$ cat config.mk
export PLATFORM = sky130hd
export DESIGN_NAME = cmpcap_timer
export DESIGN_NICKNAME = d
export VERILOG_FILES = /design/src/rtl/cct_pkg.sv /design/src/rtl/cct_prescale.sv /design/src/rtl/cct_capture.sv /design/src/rtl/cct_wave.sv /design/src/rtl/cmpcap_timer.sv
export SDC_FILE = /design/constraint.sdc
export NUM_CORES = 1
export LEC_CHECK = 0
export BUFFER_PORTS_ARGS = -buffer_cell sky130_fd_sc_hd__buf_2
export CORE_ASPECT_RATIO = 1.4
export CORE_UTILIZATION = 55
export DETAILED_ROUTE_END_ITERATION = 8
export PLACE_DENSITY = 0.81
export SLEW_MARGIN = 40
export SYNTH_ARGS = -nofsm -noshare
export SYNTH_HDL_FRONTEND = slang
export SYNTH_SLANG_ARGS = --single-unit
$ cat constraint.sdc
create_clock -name clk -period 3.15 [get_ports clk]
set_input_delay 0.1575 -clock clk [delete_from_list [all_inputs] [get_ports clk]]
set_output_delay 0.1575 -clock clk [all_outputs]
set_load 0.01 [all_outputs]
$ cat src/rtl/cct_pkg.sv
package cct_pkg;
  // control word layout
  localparam int CTL_W      = 13;
  localparam int CB_RUN     = 0;
  localparam int CB_AR      = 1;
  localparam int CB_DIV_LO  = 2;
  localparam int DIV_FLD_W  = 3;
  localparam int CB_DIV_EN  = 5;
  localparam int CB_CMP_EN  = 6;
  localparam int CB_IDLE    = 7;
  localparam int CB_EDGE_LO = 8;
  localparam int CB_TRG_LO  = 10;
  localparam int CB_TOGGLE  = 12;

  // register word addresses
  localparam int RA_CTL  = 0;
  localparam int RA_CNT  = 1;
  localparam int RA_LOAD = 2;
  localparam int RA_MAT  = 3;
  localparam int RA_CAPT = 4;
  localparam int RA_STAT = 5;
  localparam int RA_IEN  = 6;

  // status flag positions
  localparam int NFLAG    = 3;
  localparam int FL_MATCH = 0;
  localparam int FL_OVF   = 1;
  localparam int FL_CAP   = 2;

  typedef enum logic [1:0] {EDGE_OFF, EDGE_RISE, EDGE_FALL, EDGE_BOTH} edge_sel_e;
  typedef enum logic [1:0] {TRG_NONE, TRG_OVF, TRG_OVF_MAT, TRG_RSVD} trig_sel_e;

  // clocks per tick for a prescaler field value
  function automatic int unsigned div_ratio(input int unsigned v);
    return 32'd1 << (v + 1);
  endfunction

  function automatic logic edge_hit(input edge_sel_e m, input logic rise, input logic fall);
    case (m)
      EDGE_RISE: return rise;
      EDGE_FALL: return fall;
      EDGE_BOTH: return rise | fall;
      default:   return 1'b0;
    endcase
  endfunction

  function automatic logic trig_hit(input trig_sel_e t, input logic ovf, input logic mat);
    case (t)
      TRG_OVF:     return ovf;
      TRG_OVF_MAT: return ovf | mat;
      default:     return 1'b0;
    endcase
  endfunction

  function automatic logic trig_active(input trig_sel_e t);
    return (t == TRG_OVF) || (t == TRG_OVF_MAT);
  endfunction
endpackage

$ cat src/rtl/cct_prescale.sv
module cct_prescale
  import cct_pkg::*;
#(
  parameter int FLD_W = DIV_FLD_W
) (
  input  logic             clk,
  input  logic             rst_n,
  input  logic             run,
  input  logic             div_en,
  input  logic [FLD_W-1:0] div_sel,
  output logic             tick
);
  localparam int PC_W = 1 << FLD_W;

  logic [PC_W-1:0] pcnt_q;
  logic [PC_W-1:0] last;
  logic            at_last;

  always_comb begin
    last    = PC_W'(div_ratio(32'(div_sel)) - 1);
    at_last = (pcnt_q == last);
    tick    = run & (~div_en | at_last);
  end

  always_ff @(posedge clk or negedge rst_n) begin
    if (!rst_n)                pcnt_q <= '0;
    else if (!run || !div_en)  pcnt_q <= '0;
    else if (at_last)          pcnt_q <= '0;
    else                       pcnt_q <= pcnt_q + 1'b1;
  end
endmodule

$ cat src/rtl/cct_capture.sv
module cct_capture
  import cct_pkg::*;
(
  input  logic      clk,
  input  logic      rst_n,
  input  logic      pin,
  input  edge_sel_e mode,
  output logic      cap_evt
);
  logic s1_q, s2_q, s3_q;
  logic rise, fall;

  always_ff @(posedge clk or negedge rst_n) begin
    if (!rst_n) begin
      s1_q <= 1'b0;
      s2_q <= 1'b0;
      s3_q <= 1'b0;
    end else begin
      s1_q <= pin;
      s2_q <= s1_q;
      s3_q <= s2_q;
    end
  end

  always_comb begin
    rise    = s2_q & ~s3_q;
    fall    = ~s2_q & s3_q;
    cap_evt = edge_hit(mode, rise, fall);
  end
endmodule

$ cat src/rtl/cct_wave.sv
module cct_wave
  import cct_pkg::*;
(
  input  logic      clk,
  input  logic      rst_n,
  input  trig_sel_e trg,
  input  logic      toggle,
  input  logic      idle_lvl,
  input  logic      ovf_evt,
  input  logic      mat_evt,
  output logic      trig_evt,
  output logic      wave_q,
  output logic      pwm_out
);
  always_comb trig_evt = trig_hit(trg, ovf_evt, mat_evt);

  always_ff @(posedge clk or negedge rst_n) begin
    if (!rst_n)                 wave_q <= 1'b0;
    else if (!trig_active(trg)) wave_q <= 1'b0;
    else if (toggle)            wave_q <= wave_q ^ trig_evt;
    else                        wave_q <= trig_evt;
  end

  always_comb pwm_out = wave_q ^ idle_lvl;
endmodule

$ cat src/rtl/cmpcap_timer.sv
module cmpcap_timer
  import cct_pkg::*;
#(
  parameter int CNT_W  = 32,
  parameter int ADDR_W = 3
) (
  input  logic              clk,
  input  logic              rst_n,
  input  logic              bus_wr,
  input  logic [ADDR_W-1:0] bus_addr,
  input  logic [CNT_W-1:0]  bus_wdata,
  output logic [CNT_W-1:0]  bus_rdata,
  input  logic              cap_in,
  output logic              pwm_out,
  output logic              irq
);
  logic [CTL_W-1:0] ctl_q;
  logic [CNT_W-1:0] cnt_q, load_q, mat_q, capt_q, cnt_nxt;
  logic [NFLAG-1:0] stat_q, ien_q, stat_set, stat_clr;

  logic wr_ctl, cnt_wr, wr_load, wr_mat, wr_stat, wr_ien;
  logic run, auto_rl, cmp_en, tick, at_max;
  logic ovf_evt, mat_evt, cap_evt, trig_evt, wave_q;

  always_comb begin
    wr_ctl  = bus_wr && (bus_addr == ADDR_W'(RA_CTL));
    cnt_wr  = bus_wr && (bus_addr == ADDR_W'(RA_CNT));
    wr_load = bus_wr && (bus_addr == ADDR_W'(RA_LOAD));
    wr_mat  = bus_wr && (bus_addr == ADDR_W'(RA_MAT));
    wr_stat = bus_wr && (bus_addr == ADDR_W'(RA_STAT));
    wr_ien  = bus_wr && (bus_addr == ADDR_W'(RA_IEN));
    run     = ctl_q[CB_RUN];
    auto_rl = ctl_q[CB_AR];
    cmp_en  = ctl_q[CB_CMP_EN];
  end

  cct_prescale #(.FLD_W(DIV_FLD_W)) u_pre (
    .clk     (clk),
    .rst_n   (rst_n),
    .run     (run),
    .div_en  (ctl_q[CB_DIV_EN]),
    .div_sel (ctl_q[CB_DIV_LO +: DIV_FLD_W]),
    .tick    (tick)
  );

  // next count on a tick, and the events derived from it
  always_comb begin
    at_max  = &cnt_q;
    cnt_nxt = at_max ? (auto_rl ? load_q : '0) : cnt_q + 1'b1;
    ovf_evt = tick & at_max;
    mat_evt = tick & cmp_en & (cnt_nxt == mat_q);
  end

  cct_capture u_cap (
    .clk     (clk),
    .rst_n   (rst_n),
    .pin     (cap_in),
    .mode    (edge_sel_e'(ctl_q[CB_EDGE_LO +: 2])),
    .cap_evt (cap_evt)
  );

  cct_wave u_wave (
    .clk      (clk),
    .rst_n    (rst_n),
    .trg      (trig_sel_e'(ctl_q[CB_TRG_LO +: 2])),
    .toggle   (ctl_q[CB_TOGGLE]),
    .idle_lvl (ctl_q[CB_IDLE]),
    .ovf_evt  (ovf_evt),
    .mat_evt  (mat_evt),
    .trig_evt (trig_evt),
    .wave_q   (wave_q),
    .pwm_out  (pwm_out)
  );

  always_ff @(posedge clk or negedge rst_n) begin
    if (!rst_n)                  ctl_q <= '0;
    else if (wr_ctl)             ctl_q <= bus_wdata[CTL_W-1:0];
    else if (ovf_evt && !auto_rl) ctl_q[CB_RUN] <= 1'b0;
  end

  always_ff @(posedge clk or negedge rst_n) begin
    if (!rst_n)      cnt_q <= '0;
    else if (cnt_wr) cnt_q <= bus_wdata;
    else if (tick)   cnt_q <= cnt_nxt;
  end

  always_ff @(posedge clk or negedge rst_n) begin
    if (!rst_n) begin
      load_q <= '0;
      mat_q  <= '0;
      ien_q  <= '0;
      capt_q <= '0;
    end else begin
      if (wr_load) load_q <= bus_wdata;
      if (wr_mat)  mat_q  <= bus_wdata;
      if (wr_ien)  ien_q  <= bus_wdata[NFLAG-1:0];
      if (cap_evt) capt_q <= cnt_q;
    end
  end

  always_comb begin
    stat_set           = '0;
    stat_set[FL_MATCH] = mat_evt;
    stat_set[FL_OVF]   = ovf_evt;
    stat_set[FL_CAP]   = cap_evt;
    stat_clr           = wr_stat ? bus_wdata[NFLAG-1:0] : '0;
  end

  always_ff @(posedge clk or negedge rst_n) begin
    if (!rst_n) stat_q <= '0;
    else        stat_q <= (stat_q & ~stat_clr) | stat_set;
  end

  always_comb irq = |(stat_q & ien_q);

  always_comb begin
    case (int'(bus_addr))
      RA_CTL:  bus_rdata = CNT_W'(ctl_q);
      RA_CNT:  bus_rdata = cnt_q;
      RA_LOAD: bus_rdata = load_q;
      RA_MAT:  bus_rdata = mat_q;
      RA_CAPT: bus_rdata = capt_q;
      RA_STAT: bus_rdata = CNT_W'(stat_q);
      RA_IEN:  bus_rdata = CNT_W'(ien_q);
      default: bus_rdata = '0;
    endcase
  end
endmodule

==> qor.yml <==
finalSetupTns_ns: -0.0865
vias: 8935
synth.avg_cell_area_um2: 9.84
min_period_ns: 3.24
dieArea_mm2: 0.0179
gp_congestion: 0.987
cp.arrival_ns: 3.56
clk_pin_slew_worst_paths_ns: 0.07
first_pass_iters: 5
synth-edff-count: 0
avgRoutedWirePerCell_um: 21.9
die_h_um: 158
slew-limit-headroom: 0.446
endpoint_kind: "register"
yosys_warnings: 0
antenna_found_initial: 0
postPlaceCellArea_mm2: 0.0108
grt_usage: 0.347
wl_um: 30300
area_delta_synth_final_pct: 25.5
max_cap_violations: 0
numCtsBuffers: 17
maxSlewViolCount: 0
powerDensity_mw_per_mm2: 738
peakVddDrop_uv: 426
netlist_instances: 970
synth_top_area_share: 0.417
tightest_slew_ns: 0.830
drive_gt1_frac: 0.321
cts_tree: "yes"
io_buffers: 72
drtAntennaViolNets: 0
std_cell_rows: 56
setup_ws_ns: -0.0865
initial_core_util: 0.565
async_flop_share: 1.00
core_region_area_mm2: 0.0169
synth.distinct_cells: 72
yosys.area.top_type: "dfrtp_1"
final_net_count: 1187
max_freq_mhz: 309
synthTopCellsByArea: "dfrtp_1, mux2_2, nand2_1"
final_cell_mix: "dfrtp_1, buf_4, mux2_2"
reg2reg_from: "cnt_q[0]$_DFFE_PN0P_"
setup_viol: 1
min_path_type: "input port to register"
power_leakage_nw: 5.24
chipWidth_um: 113
clock_latency_ns: 0.44
startpoint_type: "register"
synth_nets: 1016
cp_max_fo: 4
vias_per_cell: 6.45
violations: "setup timing"
fin_skew_ns: 0.0111
design_area_mm2: 0.0120
rsz0062_at_grt: "yes"
grt_pass1_vias: 8940
hp-start: "bus_wdata[4]"
layout_commonest_cell: "dfrtp_1"
finalCritPeriodShare: 1.03
h-tree-depth: 4
drc: 0
hold_viol_final: 0
place_hpwl_um: 21100
ys_ff_latch: 159
cts_max_path_buffers: 2
reg2reg_slack_ns: -0.09
drtIter0Drc: 830
antenna_cells: 0
yosysSeqAreaShare: 0.417
root_buffer: "clkbuf_16"
status: "finished, violations left"
critPathLaunch: "cnt_q[0]$_DFFE_PN0P_"
cts_sinks: 159
synthFlopType: "dfrtp_1"
grt-ovfl-total: 0
grt_pass1_wl_um: 47200
num_io_pins: 73
critPathKind: "register to register"
worstPathRequired_ns: 3.48
netlist_area_mm2: 0.00954
grt_start_max_net_pins: 73
sequential cells by signal, indices dropped and copies added (netlist names):
name and flops:
stat_q 3, mat_q 32, ctl_q 13, capt_q 32, u_pre.pcnt_q 8, load_q 32, u_cap.s2_q 1, ien_q 3
u_wave.wave_q 1, u_cap.s1_q 1, u_cap.s3_q 1, cnt_q 32
critical path: stages (launching register included):
cell and delay, ns:
dfrtp_1 0.41, buf_6 0.13, nand4_1 0.14, buf_6 0.17, nor4_4 0.31, nand4_1 0.20
and3_4 0.20, or3_1 0.31, a2111o_1 0.43, nor4_4 0.36, a41oi_2 0.16, mux2_4 0.32
per-stage QoR:
stage / std cells / worst slack [ns] / power, W / utilization / hold slack (ns)
floorplan: 970 / 0.0364 / 0.00502 / - / -0.138
global placement: 1315 / -0.0813 / 0.00625 / 0.642 / 0.216
detailed placement: 1315 / -0.0908 / 0.00635 / 0.642 / 0.212
CTS: 1374 / -0.00572 / 0.00865 / 0.697 / 0.00457
global route: 1386 / -0.170 / 0.00923 / 0.709 / 0.0128
finish: 1386 / -0.0865 / 0.00884 / 0.709 / 0.0102
routing by layer:
metal  wire, µm  GRT usage
met1      11500      0.398
met2      15400      0.604
met3       1980     0.0609
met4       1430      0.209
met5          0          0
power breakdown:
part	total, W	leakage [nW]	switching [W]	internal [W]
clock	0.00225	0.307	0.000909	0.00134
sequential	0.00320	1.92	0.000557	0.00264
combinational	0.00339	3.02	0.00175	0.00164
total	0.00884	5.24	0.00321	0.00562
cells by family (layout without fill, tap and decap cells):
family / count (synthesis) / in the layout / share of synthesized area
buffers and inverters: 99 / 283 / 0.0412
AND/OR/NAND/NOR: 282 / 282 / 0.154
AO/OA/AOI/OAI: 238 / 238 / 0.177
multiplexers: 142 / 142 / 0.163
XOR/XNOR: 43 / 43 / 0.0395
adder cells (fa/ha/maj): 7 / 7 / 0.00918
flip-flops: 159 / 159 / 0.417
Yosys cell counts, drive strengths merged, types with 23 or more instances:
library cell and n:
dfrtp 159, mux2 107, nand2 101, o21ai 68, clkbuf 47, nor2 44
mux2i 35, a21oi 33, a221o 31, nand3 31, inv 28, buf 24
xor2 23
path summary, 6_finish.rpt:
kind | to | depth (start not counted)
worst max-delay path | u_wave.wave_q$_DFF_PN0_ | 11
worst min-delay path | cnt_q[4]$_DFFE_PN0P_ | 3
worst max register to register | u_wave.wave_q$_DFF_PN0_ | 11
worst min register to register | u_cap.s2_q$_DFF_PN0_ | 0
max in group asynchronous | capt_q[17]$_DFFE_PN0P_ | 3
min in group asynchronous | u_pre.pcnt_q[4]$_DFF_PN0_ | 2
cell type report:
class / count / area [µm²]
Inverter: 28 / 105
Clock inverter: 15 / 205
Fill cell: 1256 / 4910
Sequential cell: 159 / 3980
Clock buffer: 17 / 425
Tap cell: 232 / 290
Timing Repair Buffer: 223 / 1630
Multi-Input combinational cell: 712 / 5340
what timing repair did:
item                                    4_1_cts  5_1_grt
pin swaps                                     4       11
resized for setup                             5       22
hold buffers                                 26        0
buffers inserted                              1       12
endpoints found under the setup margin        2       10
endpoints found under the hold margin       122        0
(Power assumes the default switching activity.)
